`config.mk`:
```
export PLATFORM = sky130hd
export DESIGN_NAME = dma_global_ctrl
export DESIGN_NICKNAME = d
export VERILOG_FILES = /design/src/rtl/dmag_pkg.sv /design/src/rtl/dmag_sticky.sv /design/src/rtl/dmag_gate.sv /design/src/rtl/dma_global_ctrl.sv
export SDC_FILE = /design/constraint.sdc
export NUM_CORES = 1
export LEC_CHECK = 0
export ABC_AREA = 0
export CORE_ASPECT_RATIO = 0.6
export CORE_UTILIZATION = 21
export DETAILED_ROUTE_END_ITERATION = 12
export MAX_ROUTING_LAYER = met4
export PLACE_DENSITY_LB_ADDON = 0.3
export SYNTH_ARGS = -nofsm -noshare
export SYNTH_HDL_FRONTEND = slang
export SYNTH_SLANG_ARGS = --single-unit
```
`constraint.sdc`:
```
create_clock -name clk -period 0.8 [get_ports clk]
set_input_delay 0.16 -clock clk [delete_from_list [all_inputs] [get_ports clk]]
set_output_delay 0.16 -clock clk [all_outputs]
set_load 0.005 [all_outputs]
```
`src/rtl/dmag_pkg.sv`:
```
// Package: shared constants for the DMA global control register.
// Bit positions are software-visible and must stay fixed.
package dmag_pkg;
    localparam int unsigned BIT_ME   = 0;  // master enable
    localparam int unsigned BIT_NMI  = 1;  // NMI flag
    localparam int unsigned BIT_AE   = 2;  // address-error flag
    localparam int unsigned FLAG_CNT = 2;  // flags start at BIT_NMI
    localparam int unsigned USED_W   = 3;
endpackage

```
`src/rtl/dmag_sticky.sv`:
```
// Module: dmag_sticky
// One hardware-set, software-cleared sticky flag with a read-armed marker.
// Assumes: rd_i/wr_i are single-cycle decoded strobes; clr_n is the
// combined synchronous active-low reset. A set event beats a clear.
module dmag_sticky (
    input  logic clk,
    input  logic clr_n,
    input  logic set_i,
    input  logic rd_i,
    input  logic wr_i,
    input  logic wbit_i,
    output logic q_o
);
    logic arm_q;
    logic clr_ok;

    // Purpose: a valid clear needs an armed marker and a 0 in the written bit.
    assign clr_ok = wr_i && arm_q && !wbit_i;

    // Purpose: flag register, set has priority over clear.
    always_ff @(posedge clk) begin
        if (!clr_n)      q_o <= 1'b0;
        else if (set_i)  q_o <= 1'b1;
        else if (clr_ok) q_o <= 1'b0;
    end

    // Purpose: marker arms on a read that sees 1 and is consumed by any write.
    always_ff @(posedge clk) begin
        if (!clr_n)             arm_q <= 1'b0;
        else if (rd_i && q_o)   arm_q <= 1'b1;
        else if (wr_i)          arm_q <= 1'b0;
    end

    assert_event_sets_R4: assert property (@(posedge clk) disable iff (!clr_n)
        set_i |=> (!clr_n || q_o));
    assert_no_sw_set_R6: assert property (@(posedge clk) disable iff (!clr_n)
        (!q_o && !set_i) |=> (!clr_n || !q_o));
    assert_clear_needs_arm_R7: assert property (@(posedge clk) disable iff (!clr_n)
        (q_o && !arm_q) |=> (!clr_n || q_o));
endmodule

```
`src/rtl/dmag_gate.sv`:
```
// Module: dmag_gate
// Registered per-channel transfer permit.
// Assumes: me_i and halt_i come from registers; halt_i is the OR of all flags.
module dmag_gate #(
    parameter int unsigned NUM_CH = 4
) (
    input  logic              clk,
    input  logic              clr_n,
    input  logic              me_i,
    input  logic              halt_i,
    input  logic [NUM_CH-1:0] en_i,
    input  logic [NUM_CH-1:0] end_i,
    output logic [NUM_CH-1:0] permit_o
);
    logic global_ok;

    // Purpose: one global qualifier shared by every channel.
    assign global_ok = me_i && !halt_i;

    for (genvar c = 0; c < NUM_CH; c++) begin : g_ch
        // Purpose: register the permit for channel c.
        always_ff @(posedge clk) begin
            if (!clr_n) permit_o[c] <= 1'b0;
            else        permit_o[c] <= global_ok && en_i[c] && !end_i[c];
        end

        assert_permit_needs_chan_R10: assert property (@(posedge clk) disable iff (!clr_n)
            permit_o[c] |-> ($past(en_i[c]) && !$past(end_i[c])));
    end

    assert_flag_blocks_R10: assert property (@(posedge clk) disable iff (!clr_n)
        halt_i |=> (!clr_n || permit_o == '0));
    assert_me_off_stops_R11: assert property (@(posedge clk) disable iff (!clr_n)
        !me_i |=> (!clr_n || permit_o == '0));
endmodule

```
`src/rtl/dma_global_ctrl.sv`:
```
// Module: dma_global_ctrl
// Global DMA operation register: master enable, NMI and address-error
// sticky flags, and the per-channel transfer permit vector.
// Assumes: both resets synchronous active-low; strobes pre-decoded.
module dma_global_ctrl #(
    parameter int unsigned NUM_CH = 4,
    parameter int unsigned DATA_W = 32
) (
    input  logic              clk,
    input  logic              rst_n,
    input  logic              mrst_n,
    input  logic              reg_rd,
    input  logic              reg_wr,
    input  logic [DATA_W-1:0] reg_wdata,
    output logic [DATA_W-1:0] reg_rdata,
    input  logic              addr_err_evt,
    input  logic              nmi_evt,
    input  logic [NUM_CH-1:0] ch_en,
    input  logic [NUM_CH-1:0] ch_end,
    output logic [NUM_CH-1:0] ch_permit
);
    import dmag_pkg::*;

    localparam int unsigned NF = FLAG_CNT;

    logic          clr_n;
    logic          me_q;
    logic [NF-1:0] flag_set;
    logic [NF-1:0] flag_q;

    // Purpose: either reset clears the whole register.
    assign clr_n = rst_n && mrst_n;

    // Purpose: flag k sits at bit BIT_NMI+k; NMI first, address error second.
    assign flag_set = {addr_err_evt, nmi_evt};

    // Purpose: plain read/write master enable.
    always_ff @(posedge clk) begin
        if (!clr_n)      me_q <= 1'b0;
        else if (reg_wr) me_q <= reg_wdata[BIT_ME];
    end

    for (genvar k = 0; k < NF; k++) begin : g_flag
        dmag_sticky u_flag (
            .clk    (clk),
            .clr_n  (clr_n),
            .set_i  (flag_set[k]),
            .rd_i   (reg_rd),
            .wr_i   (reg_wr),
            .wbit_i (reg_wdata[BIT_NMI+k]),
            .q_o    (flag_q[k])
        );
    end

    // Purpose: assemble read data; unused bits are zero.
    always_comb begin
        reg_rdata          = '0;
        reg_rdata[BIT_ME]  = me_q;
        reg_rdata[BIT_NMI] = flag_q[0];
        reg_rdata[BIT_AE]  = flag_q[1];
    end

    dmag_gate #(.NUM_CH(NUM_CH)) u_gate (
        .clk      (clk),
        .clr_n    (clr_n),
        .me_i     (me_q),
        .halt_i   (|flag_q),
        .en_i     (ch_en),
        .end_i    (ch_end),
        .permit_o (ch_permit)
    );

    assert_reset_clears_R1: assert property (@(posedge clk)
        !rst_n |=> (reg_rdata == '0 && ch_permit == '0));
    assert_mreset_clears_R2: assert property (@(posedge clk) disable iff (!rst_n)
        !mrst_n |=> (!rst_n || reg_rdata == '0));
endmodule

```
### Word level (Yosys, flattened, before mapping)

Index checks and enable logic that the tools add are counted.
Widths: inputs -> output; s select.

* mux-type cells: 7
* reduce and logical (&&, ||, !) cells: 28

Operators by type and width (count)
* $logic_and 1x1->1: 16
* $reduce_bool 2->1: 4
* $logic_not 1->1: 7
* $mux 1: 7
* $reduce_or 2->1: 1

* register bits: 9
* output and inout bits: 36
* word-level logic and storage cells: 44
* input port bits: 47

### Depth between registers and ports, before layout

Gate-level depths: netlist of run 1.

* depth after elaboration: 5
* mapped depth: 2
* depth with buffers taken out: 2

### By module

Synthesis of run 1 repeated with hierarchy kept, for this count alone.

* cells, all modules: 61
* area, all modules: 588.1 um^2

Modules (own cells, without submodules)
* dma_global_ctrl: area each 280.3 um^2, cells each 36, instances 1, sequential area each 20.0 um^2
* dmag_sticky: area each 78.8 um^2, cells each 8, instances 2, sequential area each 40.0 um^2
* dmag_gate: area each 150.1 um^2, cells each 9, instances 1, sequential area each 80.1 um^2

### Least setup slack after synthesis of run 1

No wires, ideal clock.

* path type: reg-to-reg
* start point: register g_flag[1].u_flag.arm_q
* end point: register g_flag[1].u_flag.q_o
* period minus slack after synthesis: 0.735 ns
* setup time: 0.124 ns
* arrival time: 0.611 ns
* stages on the path, launching flop included: 3
* slack: 0.065 ns
* data required time: 0.676 ns
* path buffers: 0
* cell sequence: dfxtp_1 -> nor4bb_1 -> nor3_1

* word-level cells in the longest chain between the ends: 3

Ends and longest elaborated chain
* start: declaration: line dmag_sticky.sv:14 `logic arm_q;`
* start signal: assignment: line dmag_sticky.sv:29 `if (!clr_n) arm_q <= 1'b0;`
* start signal: assignment: line dmag_sticky.sv:30 `else if (rd_i && q_o) arm_q <= 1'b1;`
* start signal: assignment: line dmag_sticky.sv:31 `else if (wr_i) arm_q <= 1'b0;`
* $logic_and 1x1->1 (2 in series): line dmag_sticky.sv:18 `assign clr_ok = wr_i && arm_q && !wbit_i;`
* $reduce_bool 2->1 (no source line)
* end signal: assignment: line dmag_sticky.sv:22 `if (!clr_n) q_o <= 1'b0;`
* end signal: assignment: line dmag_sticky.sv:23 `else if (set_i) q_o <= 1'b1;`
* end signal: assignment: line dmag_sticky.sv:24 `else if (clr_ok) q_o <= 1'b0;`
* end: declaration: line dmag_sticky.sv:12 `output logic q_o`

No other way between the ends.
A chain may end at the register's enable or synchronous reset.

### Final worst setup path of run 1

* start point: register g_flag[0].u_flag.q_o
* end point: register u_gate.permit_o[0]

* word-level cells in the longest chain between the ends: 5

Ends and longest elaborated chain
* start: declaration: line dmag_sticky.sv:12
* start signal: assignment: line dmag_sticky.sv:22
* start signal: assignment: line dmag_sticky.sv:23
* start signal: assignment: line dmag_sticky.sv:24
* $reduce_or 2->1: line dma_global_ctrl.sv:67 `.halt_i (|flag_q),`
* $logic_not 1->1: line dmag_gate.sv:18 `assign global_ok = me_i && !halt_i;`
* $logic_and 1x1->1: line dmag_gate.sv:18
* $logic_and 1x1->1 (2 in series): line dmag_gate.sv:24 `else permit_o[c] <= global_ok && en_i[c] && !end_i[c];`
* end signal: indexed assignment: line dmag_gate.sv:24
* end: declaration: line dmag_gate.sv:13 `output logic [NUM_CH-1:0] permit_o`

No other way between the ends.

==> results of run 1 <==
## timing repair
action | CTS | global route
setup endpoints to repair | 16 | 13
pin swaps | 5 | 3
resized for setup | 39 | 3
## flip-flops by register name (all words and copies together), names as in the netlist
| register | count |
|---|---|
| g_flag.u_flag.q_o | 2 |
| g_flag.u_flag.arm_q | 2 |
| me_q | 1 |
| u_gate.permit_o | 4 |
## cell families after synthesis
family	synth area share [%]
AO/OA/AOI/OAI	3.968
buffers and inverters	40.08
flip-flops	30.06
multiplexers	1.670
other	0.6257
AND/OR/NAND/NOR	23.59
## cell usage in the layout (no fill, tap or decap), drive strengths merged
| cell | count |
|---|---|
| nor4 | 4 |
| nand2 | 3 |
| nor3 | 1 |
| a21oi | 2 |
| dlymetal6s2s | 1 |
| clkbuf | 4 |
| buf | 12 |
| a31oi | 1 |
| o211ai | 1 |
| conb | 29 |
| clkdlybuf4s50 | 12 |
| nor4bb | 1 |
| nor2 | 3 |
| nand2b | 7 |
| dfxtp | 9 |
| mux2i | 1 |
| dlygate4sd2 | 4 |
## metal layers
| layer | share of wire, % | global-route usage, % |
|---|---|---|
| met1 | 35 | 7.571 |
| met2 | 51 | 12.69 |
| met3 | 14 | 4.651 |
| met4 | 0 | 4.800 |
| met5 | 0 | - |
## worst max-delay path, delay by kind of cell (launching register included)
kind	cells	cell delay (ns)
and+or+nand+nor	2	0.33
DFF	1	0.31
buffers and inverters	1	0.12
## worst max path at each step
stage	from	endpoint	slack [ns]	cells past startpoint
floorplan	g_flag[1].u_flag.arm_q	g_flag[1].u_flag.q_o	0.06	2
global route	g_flag[0].u_flag.q_o	u_gate.permit_o[0]	-0.09	3
detailed placement	mrst_n	u_gate.permit_o[0]	-0.37	3
finish	g_flag[0].u_flag.q_o	u_gate.permit_o[0]	-0.04	3
global placement	rst_n	u_gate.permit_o[2]	-0.35	3
CTS	g_flag[0].u_flag.q_o	u_gate.permit_o[3]	-0.05	3
## final cells by class
| class | count | area [um^2] |
|---|---|---|
| Fill cell | 279 | 1763 |
| Multi-Input combinational cell | 53 | 334.1 |
| Timing Repair Buffer | 29 | 244.0 |
| Sequential cell | 9 | 183.9 |
| Clock buffer | 4 | 45.04 |
| Tap cell | 32 | 40.04 |
## per-stage QoR
stage | setup TNS [ns] | worst slack, ns | instances
2_1_floorplan | 0 | 0.06498 | 94
3_3_place_gp | -3.910 | -0.3463 | 123
3_5_place_dp | -4.107 | -0.3665 | 123
4_1_cts | -0.3126 | -0.05238 | 127
5_1_grt | -0.5967 | -0.08705 | 127
6_report | -0.2153 | -0.04334 | 127
## power by group through the flow
stage	clock [uW]	combinational [uW]	sequential (uW)
2_1_floorplan	0	181	473
3_3_place_gp	0	202	471
3_5_place_dp	0	204	471
4_1_cts	550	215	464
5_1_grt	570	240	465
6_report	526	221	464
==> results by group, run 1 <==
Power and ir drop
  • Clk network pwr share: roughly 43%
  • Logic pwr share: between 10% and 20%
  • Net Switching: 283.3 uW
  • Reg power frac: between 30% and 40%
  • Int Power: slightly above 900 uW
  • Net Sw Frac: roughly a quarter
  • Pleak: a little under 0.0004 uW
  • Overall power: 1212 uW
  • Power density over cell area: between 1000 and 1500 mW/mm^2
  • Worst vdd ir: ~0.29 mV

Worst setup path
  • Slowest-stage cell, CP: dfxtp_2
  • Worst Path Class, Setup: reg2reg
  • Crit path DAT: 0.99 ns
  • Critical Path End Type: flip-flop
  • Critical Path Start Type: flip-flop
  • CP Max Fanout: 6
  • RR Endpoint: u_gate.permit_o[0]
  • Crit path largest cell delay: between 0.3 and 0.4 ns
  • Worst EP required: ~0.95 ns
  • Worst r2r src: g_flag[0].u_flag.q_o
  • Reg2Reg Depth: 3
  • R2R Setup Slk: -0.04 ns
  • Critical path, cell by cell: buf_6 -> nand2b_4 -> nor4_2

Place
  • I/O Buffers: 24
  • DP Area: 782.0 um^2
  • Post-DP HPWL: 883.4 um
  • Placer Congestion: 0.7018

Yosys
  • Synth Cell Area: roughly 600 um^2
  • EDFF count, synth: 0
  • Flops & latches, synth: 9
  • Synth Instances: 66
  • Ys async rst share: 0%
  • Most common cell in the netlist: buf_4
  • Post-synth top area share: roughly 40%
  • Synthesized area per cell: just over 9 um^2
  • Synth top area cells: buf_4, dfxtp_1, nor4_2
  • Ys flop type: dfxtp_1
  • Sequential area share after synthesis: 30.06%
  • Synth area leader: buf_4
  • Synthesis Warnings: 0
  • Commonest cells in the netlist: buf_4, dfxtp_1, nand2b_1
  • Yosys cell types: 15

Clock network
  • Root Buffer: clkbuf_8
  • TritonCTS clock tree: built
  • CTS Hold Bufs: 0
  • CTS sink count: 9
  • Clock buffer depth: 2
  • CTS Buf Count: 3
  • Clk_lat worst skew: 0.23 ns
  • Clk slew on worst S/H paths: about 0.050 ns
  • Clock H-tree levels: 1
  • Post-CTS setup repair buffer count: 0

Die
  • Die height: around 43 um
  • Core Region: between 0.002 and 0.003 mm^2
  • Die ar.: between 0.003 and 0.004 mm^2
  • Die Width: about 71 um
  • Rows: 14
  • Initial Utilization: approximately 23%
  • Ports: 83

STA
  • Fin. max-slew vios: 0
  • Final period util: 105.4%
  • RSZ-0062 raised after global routing: true
  • Final setup viols: 7
  • Minimum clock period: 0.8433 ns
  • Clk_skew: approximately 0.0020 ns
  • Hold Vio Cnt, Final: 0
  • F_max: approximately 1200 MHz
  • Final worst slack: -0.04334 ns
  • Hold slack: 0.2742 ns

Outcome
  • Failing checks: DRC, setup timing
  • Status: finished, violations left

Final layout
  • Final net count: 143
  • Fin util: 32.45%
  • Ant. Diodes: 0
  • Area growth from synthesis to layout: 41.34%
  • Final instance area: approximately 850 um^2
  • Fraction of layout cells with a size suffix above 1: 30.53%

GRT
  • Initial antenna violation count: 0
  • Vias in the first global route: 353
  • Largest net degree at the start of global routing: 9
  • Gr usage total: ~7.9%
  • Grt ovf: 0
  • First-pass GRT wire length: 1.607 mm

Drt
  • Detailed Route Iter0 Violations: 19
  • Vias per cell: roughly 3.4
  • Avg WL per Cell: between 9 and 10 um
  • Routed WL: about 1.2 mm
  • Via count: 432
  • Pre-Repair DR Iteration Count: 8
  • Post-DRT Antenna Nets: 0
  • DRC viols: 5

Min path
  • Hold WC Path Type: in2reg
  • Hold Path End: g_flag[1].u_flag.q_o
  • Worst hold start: reg_wdata[2]
  • Worst Hold Depth: 3

Run
  • Maxcap violations: 0
(Power assumes the default switching activity.)
==> inputs of run 2 (changes only) <==
Settings changed: SYNTH_HIERARCHICAL set to 1.
==> results by group, run 2 <==
Yosys
  • Yosys cell types: 15 (unchanged)
  • Ys flop type: dfxtp_1
  • Synth Instances: 61 (-7.6%)
  • Flops & latches, synth: 9 (unchanged)
  • Synth Area in XOR/XNOR: 0% (unchanged)
  • Most common cell in the netlist: buf_4
  • Post-Synth Adder-Cell Area: 0% (unchanged)
  • Simple-Gate Fraction of Synth Area: 24.47% (+0.88 points)
  • Synthesized area per cell: 9.640 um^2 (+6.2%)
  • Commonest cells in the netlist: buf_4, dfxtp_1, nor3b_2
  • Synth top area cells: buf_4, dfxtp_1, nor3b_2
  • Largest family of logic cells by synthesized area: buffers and inverters
  • Post-synth top area share: 38.30% (-1.8 points)
  • EDFF count, synth: 0 (unchanged)
  • Compound-cell area share of the yosys netlist: 4.255% (+0.29 points)
  • Sequential area share after synthesis: 30.64% (+0.58 points)
  • Synth area leader: buf_4
  • Synthesis Warnings: 6 (+6)
  • Synth Cell Area: 588.1 um^2 (-1.9%)
  • Mux share of post-synthesis cell area: 1.702% (+0.032 points)
  • Ys async rst share: 0% (unchanged)

Power and ir drop
  • Power density over cell area: 1444 mW/mm^2 (+0.97%)
  • Pleak: 0.0004241 uW (+6.8%)
  • Worst vdd ir: 0.4336 mV (+49%)

Place
  • Placed cells: 117 (-4.9%)
  • I/O Buffers: 24 (unchanged)
  • Post-DP HPWL: 798.7 um (-9.6%)
  • Placer Congestion: 0.6205 (-12%)

GRT
  • Gr usage total: 6.593% (-1.4 points)
  • Grt ovf: 0 (unchanged)
  • Largest net degree at the start of global routing: 7 (-2)
  • Vias in the first global route: 325 (-7.9%)
  • Initial antenna violation count: 0 (unchanged)
  • First-pass GRT wire length: 1.455 mm (-9.5%)

Clock network
  • CTS sink count: 9 (unchanged)
  • Root Buffer: clkbuf_8
  • TritonCTS clock tree: built
  • Clk slew on worst S/H paths: 0.04 ns (about the same)
  • Clock H-tree levels: 1 (unchanged)
  • Clock buffer depth: 2 (unchanged)
  • CTS Buf Count: 3 (unchanged)
  • Clk_lat worst skew: 0.23 ns (about the same)
  • CTS Hold Bufs: 0 (unchanged)

Final layout
  • Max FFs per register: 4 (unchanged)
  • Top Registers: u_gate/permit_o (4), g_flag.u_flag/arm_q (2), g_flag.u_flag/q_o (2)
  • Fraction of layout cells with a size suffix above 1: 25.56% (-5.0 points)
  • Leading cell type in the layout, fill and taps excluded: conb_1
  • Area growth from synthesis to layout: 36.81%
  • Commonest cells after routing, fill and taps aside: conb_1, clkdlybuf4s50_1, dfxtp_1, buf_2, nor3b_2
  • Non-filler instance count after layout: 122 (-3.9%)
  • Biggest register: u_gate/permit_o
  • Ant. Diodes: 0 (unchanged)
  • Final net count: 138 (-3.5%)

STA
  • Final period util: 121.5% (+16 points)
  • Final setup viols: 7 (unchanged)
  • F_max: 1029 MHz (-13%)
  • Hold Vio Cnt, Final: 0 (unchanged)
  • Hold slack: 0.2248 ns (-0.04935 ns)
  • Final worst slack: -0.1723 ns (-0.1289 ns)
  • Minimum clock period: 0.9723 ns (+0.1289 ns)
  • Clk_skew: 0.001166 ns (-0.0008614 ns)
  • RSZ-0062 raised after global routing: true
  • Fin. max-slew vios: 0 (unchanged)

Drt
  • Avg WL per Cell: 8.049 um (-12%)
  • Vias per cell: 3.262 (-4.1%)
  • Routed WL: 982 um (-15%)
  • Via count: 398 (-7.9%)
  • Pre-Repair DR Iteration Count: 1 (-7)
  • DRC viols: 0 (-5)
  • Post-DRT Antenna Nets: 0 (unchanged)
  • Detailed Route Iter0 Violations: 0 (-19)

Worst setup path
  • Worst EP required: 0.96 ns (about the same)
  • Slowest-stage cell, CP: dfxtp_2
  • Crit path largest cell delay: 0.32 ns (about the same)
  • Worst Path Class, Setup: reg2reg
  • Crit path DAT: 1.13 ns (+0.14 ns)
  • Critical path, cell by cell: or2_4 -> nand3b_4 -> nor3b_2
  • CP Max Fanout: 4 (-2)
  • Critical Path Start Type: flip-flop
  • Critical Path End Type: flip-flop

Die
  • Die ar.: 0.003023 mm^2 (-1.8%)
  • Die height: 42.99 um (-0.90%)
  • Initial Utilization: 22.84% (-0.12 points)
  • Ports: 83 (unchanged)
  • Rows: 14 (unchanged)
  • Core Region: 0.002575 mm^2 (-1.3%)
  • Die Width: 70.32 um (-0.92%)

Outcome
  • Status: finished, violations left
  • Failing checks: setup timing

Run
  • Maxcap violations: 0 (unchanged)

Min path
  • Hold WC Path Type: in2reg
## run 2: metal layers
metal / up-vias / global-route usage (%) / wire [um]
met4: 0 / 3.600 / 8
met3: 2 / 3.088 / 78
met1: 177 / 7.286 / 396
li1: 195 / - / -
met5: - / - / 0
met2: 24 / 9.905 / 499
## run 2: power by group
group	internal, uW	switching, uW
combinational	110	69.5
clock	346	170
sequential	460	5.79
## run 2: cells by family (layout without fill, tap and decap cells)
kind of cell    after synthesis  count (layout)
buf+inv                      30              31
simple gates                 16              16
flops                         9               9
compound gates                4               4
other cells                   1              29
mux                           1               1
## run 2: path summary, 6_finish.rpt
check / startpoint / endpoint / slack (ns) / cells after the start
worst min-delay path: addr_err_evt / g_flag[1].u_flag/q_o / 0.22 / 3
worst max register to register: g_flag[1].u_flag/q_o / u_gate/permit_o[1] / -0.17 / 3
worst max-delay path: g_flag[1].u_flag/q_o / u_gate/permit_o[1] / -0.17 / 3
worst min register to register: g_flag[0].u_flag/arm_q / g_flag[0].u_flag/arm_q / 0.47 / 2
## run 2: layout make-up
class,count,area (um^2)
clock buffers,4,45.04
flip-flops and latches,9,183.9
well taps,32,40.04
multi-input cells,50,294.0
fillers,262,1770
repair buffers,27,241.5
## run 2: what timing repair did
action,4_1_cts,5_1_grt
pin swaps,2,2
setup endpoints to repair,15,14
setup buffers,0,1
resized for setup,27,6
## run 2: worst max-delay path: cells and delay by family, from the launching register on
kind | cells | cell delay (ns)
AND/OR/NAND/NOR | 3 | 0.58
flip-flops | 1 | 0.32
## run 2: stage by stage
step / total power, uW / utilization, % / TNS [ns] / instance area [um^2] / setup slack, ns
CTS: 1175 / 30.37 / -0.9798 / 782.0 / -0.1847
detailed placement: 653.4 / 29.83 / -3.972 / 768.2 / -0.3804
finish: 1162 / 31.24 / -0.8901 / 804.5 / -0.1723
global placement: 653.7 / 29.83 / -3.748 / 768.2 / -0.3503
floorplan: 645.8 / - / -0.5570 / 698.2 / -0.1544
global route: 1231 / 31.24 / -1.277 / 804.5 / -0.2406
==> inputs of run 3 (changes only) <==
Settings changed: CELL_PAD_IN_SITES_DETAIL_PLACEMENT set to 1, CELL_PAD_IN_SITES_GLOBAL_PLACEMENT set to 2, CORE_UTILIZATION 21 to 10, HOLD_SLACK_MARGIN set to 0.12, SLEW_MARGIN set to 20.
==> results by group, run 3 (same netlist as run 2, synthesis figures left out) <==
Outcome
  • Status: finished, violations left
  • Failing checks: setup timing

Worst setup path
  • Crit path largest cell delay: 0.32 ns (about the same)
  • Crit path DAT: 1.14 ns (about the same)
  • Critical Path Start Type: flip-flop
  • Slowest-stage cell, CP: dfxtp_2
  • Critical Path End Type: flip-flop
  • Critical path, cell by cell: or2_4 -> nand3b_4 -> nor3b_2
  • Worst EP required: 0.96 ns (about the same)
  • CP Max Fanout: 4 (unchanged)
  • Worst Path Class, Setup: reg2reg

Final layout
  • Area growth from synthesis to layout: 54.26%
  • Top Registers: u_gate/permit_o (4), g_flag.u_flag/arm_q (2), g_flag.u_flag/q_o (2)
  • Ant. Diodes: 0 (unchanged)
  • Biggest register: u_gate/permit_o
  • Final net count: 140 (+1.4%)
  • Leading cell type in the layout, fill and taps excluded: conb_1
  • Fraction of layout cells with a size suffix above 1: 31.52% (+6.0 points)
  • Commonest cells after routing, fill and taps aside: conb_1, clkdlybuf4s50_1, buf_6, dfxtp_2
  • Max FFs per register: 4 (unchanged)
  • Final instance area: 907.1 um^2 (+13%)
  • Fill cell count: 665 (+150%)

Drt
  • Post-DRT Antenna Nets: 0 (unchanged)
  • DRC viols: 0 (unchanged)
  • Pre-Repair DR Iteration Count: 4 (+3)
  • Routed WL: 1.233 mm (+26%)
  • Detailed Route Iter0 Violations: 6 (+6)
  • Avg WL per Cell: 7.169 um (-11%)
  • Via count: 403 (+1.3%)
  • Vias per cell: 2.343 (-28%)

Clock network
  • Clock buffer depth: 2 (unchanged)
  • Root Buffer: clkbuf_8
  • CTS sink count: 9 (unchanged)
  • TritonCTS clock tree: built
  • CTS Buf Count: 3 (unchanged)
  • Clk slew on worst S/H paths: 0.05 ns (about the same)
  • Clock H-tree levels: 1 (unchanged)
  • Clk_lat worst skew: 0.23 ns (about the same)

STA
  • Final worst slack: -0.1854 ns (-0.01310 ns)
  • F_max: 1015 MHz (-1.3%)
  • Setup_tns: -0.9238 ns (-0.03370 ns)
  • Clk_skew: 0.001059 ns (-0.0001069 ns)
  • Minimum clock period: 0.9854 ns (+0.01310 ns)
  • Fin. max-slew vios: 0 (unchanged)
  • Final period util: 123.2% (+1.6 points)
  • Final setup viols: 10 (+3)
  • Hold Vio Cnt, Final: 0 (unchanged)
  • Hold slack: 0.4698 ns (+0.2449 ns)
  • RSZ-0062 raised after global routing: true

Power and ir drop
  • Pleak: 0.0004110 uW (-3.1%)
  • Clk network pwr share: 43.9% (-0.5 points)
  • Power density over cell area: 1313 mW/mm^2 (-9.1%)
  • Worst vdd ir: 0.3624 mV (-16%)
  • Reg power frac: 39.1% (-1.0 points)
  • Net Sw Frac: 21.79% (+0.69 points)
  • Net Switching: 259.6 uW (+5.9%)
  • Int Power: 931.8 uW (+1.6%)
  • Overall power: 1191 uW (+2.5%)
  • Logic pwr share: 17.0% (+1.5 points)

GRT
  • Vias in the first global route: 378 (+16%)
  • First-pass GRT wire length: 1.814 mm (+25%)
  • Initial antenna violation count: 0 (unchanged)
  • Largest net degree at the start of global routing: 6 (-1)
  • Grt ovf: 0 (unchanged)
  • Gr usage total: 4.329% (-2.3 points)

Die
  • Die Width: 101 um (+44%)
  • Ports: 83 (unchanged)
  • Die height: 61.40 um (+43%)
  • Rows: 21 (+7)
  • Initial Utilization: 10.46% (-12 points)
  • Core Region: 0.005623 mm^2 (+120%)
  • Die ar.: 0.006201 mm^2 (+110%)

Place
  • Placer Congestion: 0.5646 (-9.0%)
  • DP Area: 835.8 um^2 (+8.8%)
  • I/O Buffers: 24 (unchanged)

Min path
  • Hold WC Path Type: reg2reg

Run
  • Maxcap violations: 0 (unchanged)
run 3: cell count changes in the layout (fill, tap and decap cells not counted), moves of 2 or more:
cell            change
buf_6               +6
buf_2               -4
dlymetal6s2s_1      -3
dfxtp_1             -2
dfxtp_2             +2
run 3: final cells by class:
| class | instances | area (um^2) | share of cell area, % |
|---|---|---|---|
| clock buffer | 4 | 45.04 | 4.966 |
| sequential | 9 | 186.4 | 20.55 |
| timing repair buffer | 29 | 277.8 | 30.62 |
| multi-input combinational | 50 | 297.8 | 32.83 |
| tap | 80 | 100.1 | 11.03 |
run 3: stage by stage:
stage | std cells | util, % | setup slack, ns
global route | 172 | 16.13 | -0.2425
finish | 172 | 16.13 | -0.1854
global placement | 166 | 14.86 | -0.3995
floorplan | 89 | - | -0.1544
detailed placement | 166 | 14.86 | -0.3825
CTS | 172 | 15.80 | -0.1991
run 3: power by group through the flow:
stage / combinational [uW] / clock (uW) / sequential (uW)
2_1_floorplan: 171 / 0 / 474
4_1_cts: 196 / 553 / 465
3_3_place_gp: 188 / 0 / 474
5_1_grt: 229 / 592 / 466
6_report: 202 / 523 / 466
3_5_place_dp: 189 / 0 / 474
run 3: final timing paths:
| check | startpoint | endpoint | slack [ns] | depth (start not counted) |
|---|---|---|---|---|
| worst max-delay path | g_flag[0].u_flag/q_o | u_gate/permit_o[3] | -0.19 | 3 |
| worst min-delay path | g_flag[1].u_flag/arm_q | g_flag[1].u_flag/arm_q | 0.47 | 2 |
| worst max register to register | g_flag[0].u_flag/q_o | u_gate/permit_o[3] | -0.19 | 3 |
| worst min register to register | g_flag[1].u_flag/arm_q | g_flag[1].u_flag/arm_q | 0.47 | 2 |
run 3: what timing repair did:
action                     4_1_cts  5_1_grt
resized for setup               36        9
setup buffers                    2        0
gates cloned                     0        0
hold endpoints to repair         0        0
setup endpoints to repair       16       14
hold buffers                     0        0
pin swaps                        2        3
run 3: worst max-delay path, delay by kind of cell, from the launching register on:
family,cells,cell delay [ns]
flops,1,0.32
simple gates,3,0.60
run 3: layer usage:
layer  global-route usage [%]  vias up  wire length (um)
met5                        -        -                 0
met4                    1.863        0                19
met3                    2.384        2                62
met2                    6.849       16               651
met1                    4.552      187               499
li1                         -      198                 -
